### config.mk
export PLATFORM = sky130hd
export DESIGN_NAME = nand_strobe_gen
export DESIGN_NICKNAME = d
export VERILOG_FILES = /design/src/rtl/nsg_pkg.sv /design/src/rtl/nsg_phase_seq.sv /design/src/rtl/nsg_rb_edge.sv /design/src/rtl/nand_strobe_gen.sv
export SDC_FILE = /design/constraint.sdc
export NUM_CORES = 1
export LEC_CHECK = 0
export BUFFER_PORTS_ARGS = -buffer_cell sky130_fd_sc_hd__clkbuf_2
export CORE_ASPECT_RATIO = 1.1
export CORE_MARGIN = 2
export CORE_UTILIZATION = 45
export DETAILED_ROUTE_END_ITERATION = 10
export PLACE_DENSITY = 0.75
export SETUP_SLACK_MARGIN = 0.1
export SYNTH_ARGS = -nofsm -noshare
export SYNTH_HDL_FRONTEND = slang
export SYNTH_SLANG_ARGS = --single-unit
### constraint.sdc
create_clock -name clk -period 1.7 [get_ports clk]
set_clock_uncertainty 0.05 [all_clocks]
set_input_delay 0.34 -clock clk [delete_from_list [all_inputs] [get_ports clk]]
set_output_delay 0.34 -clock clk [all_outputs]
set_load 0.1 [all_outputs]
### src/rtl/nsg_pkg.sv
package nsg_pkg;

    typedef enum logic [1:0] {
        KIND_CMD   = 2'd0,
        KIND_ADDR  = 2'd1,
        KIND_WRITE = 2'd2,
        KIND_READ  = 2'd3
    } bus_kind_e;

    typedef enum logic [1:0] {
        PH_IDLE   = 2'd0,
        PH_SETUP  = 2'd1,
        PH_STROBE = 2'd2,
        PH_HOLD   = 2'd3
    } phase_e;

endpackage

### src/rtl/nsg_phase_seq.sv
module nsg_phase_seq
    import nsg_pkg::*;
#(
    parameter int DW = 8,
    parameter int TW = 3
) (
    input  logic          clk,
    input  logic          rst_n,
    input  logic          enable,
    input  logic [TW-1:0] setup_len,
    input  logic [TW-1:0] strobe_len,
    input  logic [TW-1:0] hold_len,
    input  logic          req_valid,
    input  bus_kind_e     req_kind,
    input  logic [DW-1:0] req_wdata,
    output logic          req_ack,
    output logic [DW-1:0] req_rdata,
    output logic          cle,
    output logic          ale,
    output logic          we_n,
    output logic          re_n,
    output logic [DW-1:0] dq_o,
    output logic          dq_oe,
    input  logic [DW-1:0] dq_i
);

    localparam logic [TW-1:0] ONE = TW'(1);

    typedef struct packed {
        phase_e        ph;
        logic [TW-1:0] cnt;
        bus_kind_e     kind;
        logic [DW-1:0] wdata;
        logic [TW-1:0] strobe_cnt;
        logic [TW-1:0] hold_cnt;
        logic [DW-1:0] rdata;
        logic          ack;
    } seq_t;

    seq_t q, d;

    always_comb begin
        d     = q;
        d.ack = 1'b0;
        unique case (q.ph)
            PH_IDLE: begin
                if (enable && req_valid && !q.ack) begin
                    d.kind       = req_kind;
                    d.wdata      = req_wdata;
                    d.strobe_cnt = strobe_len;
                    d.hold_cnt   = hold_len;
                    if (setup_len != '0) begin
                        d.ph  = PH_SETUP;
                        d.cnt = setup_len - ONE;
                    end else begin
                        d.ph  = PH_STROBE;
                        d.cnt = strobe_len;
                    end
                end
            end
            PH_SETUP: begin
                if (q.cnt == '0) begin
                    d.ph  = PH_STROBE;
                    d.cnt = q.strobe_cnt;
                end else begin
                    d.cnt = q.cnt - ONE;
                end
            end
            PH_STROBE: begin
                if (q.cnt == '0) begin
                    d.ph  = PH_HOLD;
                    d.cnt = q.hold_cnt;
                    if (q.kind == KIND_READ) d.rdata = dq_i;
                end else begin
                    d.cnt = q.cnt - ONE;
                end
            end
            PH_HOLD: begin
                if (q.cnt == '0) begin
                    d.ph  = PH_IDLE;
                    d.ack = 1'b1;
                end else begin
                    d.cnt = q.cnt - ONE;
                end
            end
            default: d.ph = PH_IDLE;
        endcase
    end

    always_ff @(posedge clk or negedge rst_n) begin
        if (!rst_n) q <= '0;
        else        q <= d;
    end

    logic active;
    assign active    = (q.ph != PH_IDLE);
    assign cle       = active && (q.kind == KIND_CMD);
    assign ale       = active && (q.kind == KIND_ADDR);
    assign we_n      = !((q.ph == PH_STROBE) && (q.kind != KIND_READ));
    assign re_n      = !((q.ph == PH_STROBE) && (q.kind == KIND_READ));
    assign dq_oe     = active && (q.kind != KIND_READ);
    assign dq_o      = q.wdata;
    assign req_ack   = q.ack;
    assign req_rdata = q.rdata;

    assert_single_strobe_R4: assert property (@(posedge clk) disable iff (!rst_n)
        !(!we_n && !re_n));

    assert_one_latch_R4: assert property (@(posedge clk) disable iff (!rst_n)
        !(cle && ale));

    assert_ack_pulse_R3: assert property (@(posedge clk) disable iff (!rst_n)
        req_ack |=> !req_ack);

    assert_strobe_to_hold_R2: assert property (@(posedge clk) disable iff (!rst_n)
        (q.ph == PH_STROBE && q.cnt == '0) |=> (q.ph == PH_HOLD && we_n && re_n));

    assert_no_start_disabled_R7: assert property (@(posedge clk) disable iff (!rst_n)
        (q.ph == PH_IDLE && !enable) |=> (q.ph == PH_IDLE));

    assert_ack_blocks_start_R8: assert property (@(posedge clk) disable iff (!rst_n)
        req_ack |=> (q.ph == PH_IDLE));

endmodule

### src/rtl/nsg_rb_edge.sv
module nsg_rb_edge #(
    parameter int SYNC_STAGES = 2
) (
    input  logic clk,
    input  logic rst_n,
    input  logic rb_async,
    input  logic fall_sel,
    input  logic clr,
    output logic flag
);

    localparam int SW = SYNC_STAGES + 1;

    typedef struct packed {
        logic [SW-1:0] sh;
        logic          flag;
    } rb_t;

    rb_t  q, d;
    logic cur, prev, hit;

    assign cur  = q.sh[SYNC_STAGES-1];
    assign prev = q.sh[SYNC_STAGES];
    assign hit  = fall_sel ? (prev && !cur) : (!prev && cur);

    always_comb begin
        d      = q;
        d.sh   = {q.sh[SW-2:0], rb_async};
        d.flag = hit ? 1'b1 : (clr ? 1'b0 : q.flag);
    end

    always_ff @(posedge clk or negedge rst_n) begin
        if (!rst_n) begin
            q.sh   <= '1;
            q.flag <= 1'b0;
        end else begin
            q <= d;
        end
    end

    assign flag = q.flag;

    assert_sticky_R11: assert property (@(posedge clk) disable iff (!rst_n)
        (flag && !clr) |=> flag);

    assert_clear_R11: assert property (@(posedge clk) disable iff (!rst_n)
        (clr && !hit) |=> !flag);

endmodule

### src/rtl/nand_strobe_gen.sv
module nand_strobe_gen
    import nsg_pkg::*;
#(
    parameter int DW          = 8,
    parameter int TW          = 3,
    parameter int SYNC_STAGES = 2
) (
    input  logic          clk,
    input  logic          rst_n,
    input  logic          cfg_enable,
    input  logic          cfg_ce_n,
    input  logic [TW-1:0] cfg_setup,
    input  logic [TW-1:0] cfg_strobe,
    input  logic [TW-1:0] cfg_hold,
    input  logic          cfg_rb_fall,
    input  logic          rb_clr,
    input  logic          req_valid,
    input  logic [1:0]    req_kind,
    input  logic [DW-1:0] req_wdata,
    output logic          req_ack,
    output logic [DW-1:0] req_rdata,
    output logic          rb_flag,
    output logic          nand_cle,
    output logic          nand_ale,
    output logic          nand_we_n,
    output logic          nand_re_n,
    output logic          nand_ce_n,
    output logic [DW-1:0] nand_dq_o,
    output logic          nand_dq_oe,
    input  logic [DW-1:0] nand_dq_i,
    input  logic          nand_rb
);

    logic ce_d, ce_q;

    always_comb ce_d = cfg_ce_n;

    always_ff @(posedge clk or negedge rst_n) begin
        if (!rst_n) ce_q <= 1'b1;
        else        ce_q <= ce_d;
    end

    assign nand_ce_n = ce_q;

    nsg_phase_seq #(.DW(DW), .TW(TW)) u_seq (
        .clk        (clk),
        .rst_n      (rst_n),
        .enable     (cfg_enable),
        .setup_len  (cfg_setup),
        .strobe_len (cfg_strobe),
        .hold_len   (cfg_hold),
        .req_valid  (req_valid),
        .req_kind   (bus_kind_e'(req_kind)),
        .req_wdata  (req_wdata),
        .req_ack    (req_ack),
        .req_rdata  (req_rdata),
        .cle        (nand_cle),
        .ale        (nand_ale),
        .we_n       (nand_we_n),
        .re_n       (nand_re_n),
        .dq_o       (nand_dq_o),
        .dq_oe      (nand_dq_oe),
        .dq_i       (nand_dq_i)
    );

    nsg_rb_edge #(.SYNC_STAGES(SYNC_STAGES)) u_rb (
        .clk      (clk),
        .rst_n    (rst_n),
        .rb_async (nand_rb),
        .fall_sel (cfg_rb_fall),
        .clr      (rb_clr),
        .flag     (rb_flag)
    );

    assert_ce_follows_R9: assert property (@(posedge clk) disable iff (!rst_n)
        $past(cfg_ce_n) == nand_ce_n || $rose(rst_n));

endmodule

==> key figures <==
Run status
  • Status: complete, but fails checks
  • Failing checks: setup timing

Synthesis
  • Fraction of registers with async set/reset: 100%
  • Seq/Total Area, Yosys: a little under half
  • Synth Register Bits: 35
  • Cells after Synth: 150
  • Cell variety after synth: 38
  • Cell area after synthesis: 0.00184 mm^2
  • Main flop type after synthesis: dfrtp_1
  • Avg Cell Area, Syn: 12.3 um^2
  • Synth Net Count: 194
  • Post-synth EDFFs: 0
  • YS warnings: 0

CTS
  • H-tree depth: 2
  • TritonCTS clock tree: built
  • TritonCTS Buffers: 5
  • Clock Pin Slew Worst Setup and Hold Paths: about 80 ps
  • Root Driver: clkbuf_8
  • Clk buf depth: 2
  • CTS Sinks: 35
  • Skew-Pair Late Insertion Delay: 290 ps

Floorplan
  • Core area: 0.00393 mm^2
  • # rows: 24
  • Top-Level Pins: 59
  • Die Ht: ~71 um
  • Die area: 0.00462 mm^2
  • Starting density of the core: 46.8%
  • Die span in x: 65.0 um

Critical path
  • Reg-to-reg endpoint: u_seq.dq_o[0]$_DFFE_PN0P_
  • R2R Path Start: u_seq.q[29]$_DFFE_PN0P_
  • Critical path data arrival time: 1430 ps
  • Startpoint Class: flip-flop
  • Crit. End Element: primary output
  • Critical path fanouts, max: 4
  • Crit path required time: around 1300 ps
  • CP max stage cell: dfrtp_1
  • Crit Path Category: reg2out
  • Largest stage delay on the critical path: 370 ps
  • R2R Setup Slk: -60 ps
  • Path depth of the worst reg2reg path: 7
  • Critical Path, Cell by Cell: inv_2 -> buf_6 -> ha_4 -> nor3b_4 -> buf_12

Final layout
  • Commonest non-fill, non-tap cell in the layout: clkbuf_2
  • N_diodes: 0
  • Fin nets: 265
  • Area Growth Syn to Fin: 44.4%
  • Commonest non-fill, non-tap cells in the layout: 52 x clkbuf_2, 28 x dfrtp_1, 20 x mux2_4, 20 x buf_4, 7 x buf_12
  • Layout cells sized above 1: 67.1%

Timing
  • Rel. slew slack: 63.9%
  • Setup violations, final: 23
  • Fin crit share: 107%
  • Pins Over Slew Limit: 0
  • Worst-Margin Slew: 543 ps
  • Post-route minimum period: approximately 1800 ps
  • Hold Vio Cnt, Final: 0
  • RSZ-0062 raised after global routing: true
  • TNS Setup: -1170 ps
  • Fin worst setup slack: -117 ps
  • Fmax: ~0.55 GHz

Power and ir drop
  • Leak: 0.00130 uW
  • Peak VDD IR: ~1400 uV
  • Total power draw: 5410 uW
  • Power per Cell Area: 2030 mW/mm^2

Global routing
  • GRT Overall Usage: 18.7%
  • Largest net degree at the start of global routing: 17
  • Number of global-route vias before repair: ~1400
  • First-pass GRT wire length: 6500 um
  • Antenna violations before repair: 0
  • Grt total ovfl: 0

Drt
  • DR DRC count: 0
  • DR vias: 1367
  • Final ANT Viol Nets: 0
  • DRT Pass-1 Iters: 4
  • Final WL: 4090 um
  • Drt wl/cell: 14.9 um
  • Number of DRC markers in iteration 0: 48
  • Vias/cell: 4.99

Placed design
  • Placer Congestion: 0.776
  • Buffers added on ports: 58
  • Detailed placement HPWL: 2810 um

Job
  • Max Cap Violations: 0

Min path
  • Min-delay src: cfg_ce_n
  • Worst Hold End: nand_ce_n$_DFF_PN1_
  • Hold Path Depth: 1
  • Hold/Removal Path Class: in2reg
==> flip-flops by register name, indices dropped and copies added, names as in the netlist <==
name	flops
u_seq.q	13
u_seq.dq_o	8
u_seq.req_rdata	8
nand_ce_n	1
u_rb.cur	1
u_rb.d	1
u_rb.flag	1
u_rb.prev	1
u_seq.req_ack	1
==> power breakdown <==
group / total [uW] / switching, uW / internal [uW] / leakage, uW
Combinational: 3270 / 2020 / 1250 / 0.000820
Sequential: 1370 / 253 / 1120 / 0.000424
Clock: 766 / 329 / 437 / 0.0000581
Total: 5410 / 2600 / 2810 / 0.00130
==> critical path, delay by kind of cell (launching register included) <==
family / cells / cell delay (ps)
adders and majority gates: 1 / 190
buffers and inverters: 3 / 370
DFF: 1 / 370
and+or+nand+nor: 1 / 210
==> cell families after synthesis <==
family	share of synthesized area, %
buffers and inverters	9.78
AND/OR/NAND/NOR	9.51
multiplexers	17.9
adder cells (fa/ha/maj)	6.11
AO/OA/AOI/OAI	8.90
flip-flops	47.8
==> per-layer routing <==
metal	track usage [%]	part of all wire, %	vias up
li1	-	-	649
met1	23.8	43	669
met2	30.6	50	42
met3	4.45	5.2	7
met4	7.57	1.6	0
met5	0	0	-
==> cells in the mapped netlist, types with 2 or more instances <==
cell type  instances  area [um^2]
a31oi_1            2         12.5
nand2_1            7         26.3
nor3_1             4         20.0
a21oi_1            6         30.0
nor2_1             6         22.5
mux2_2            14          158
inv_1              9         33.8
nand3_1            2         10.0
a22o_1             2         17.5
buf_4             16          120
buf_6              2         22.5
or3_1              2         12.5
o21ai_0            2         10.0
a22oi_1            2         15.0
dfrtp_1           31          776
mux2_4            10          150
dfstp_2            4          105
ha_1               9          113
==> worst max-delay path by stage <==
stage,slack (ps),cells past startpoint,start,end
after global placement,6,6,u_seq.q[28]$_DFFE_PN0P_,u_seq.q[29]$_DFFE_PN0P_
final,-120,5,u_seq.q[28]$_DFFE_PN0P_,nand_ale
after global routing,-180,5,u_seq.q[28]$_DFFE_PN0P_,nand_ale
after CTS,-140,5,u_seq.q[28]$_DFFE_PN0P_,nand_ale
after detailed placement,-30,6,u_seq.q[28]$_DFFE_PN0P_,u_seq.q[29]$_DFFE_PN0P_
after floorplan,-170,3,u_seq.q[29]$_DFFE_PN0P_,nand_ale
==> area by class of cell <==
| type | instances | area [um^2] |
|---|---|---|
| clock buffer | 5 | 68.8 |
| clock inverter | 3 | 43.8 |
| fill | 291 | 1270 |
| inverter | 9 | 36.3 |
| multi-input combinational | 87 | 963 |
| sequential | 35 | 887 |
| tap | 52 | 65.1 |
| timing repair buffer | 83 | 594 |
==> stage by stage <==
stage,util [%],std cells,hold slack [ps],area (um^2),worst slack (ps)
3_3_place_gp,58.4,253,185,2300,5.99
3_5_place_dp,58.4,253,187,2300,-28.0
5_1_grt,67.6,274,66.7,2660,-185
4_1_cts,64.0,270,68.4,2520,-141
2_1_floorplan,-,150,-5.59,1910,-169
6_report,67.6,274,72.6,2660,-117
==> repair_timing <==
action | CTS | global route
gates resized for setup | 12 | 23
buffers inserted | 8 | 4
pin swaps | 4 | 9
setup endpoints to repair | 29 | 34
hold buffers | 1 | 0
hold endpoints to repair | 9 | 0
Power figures use the tool's default switching activity.
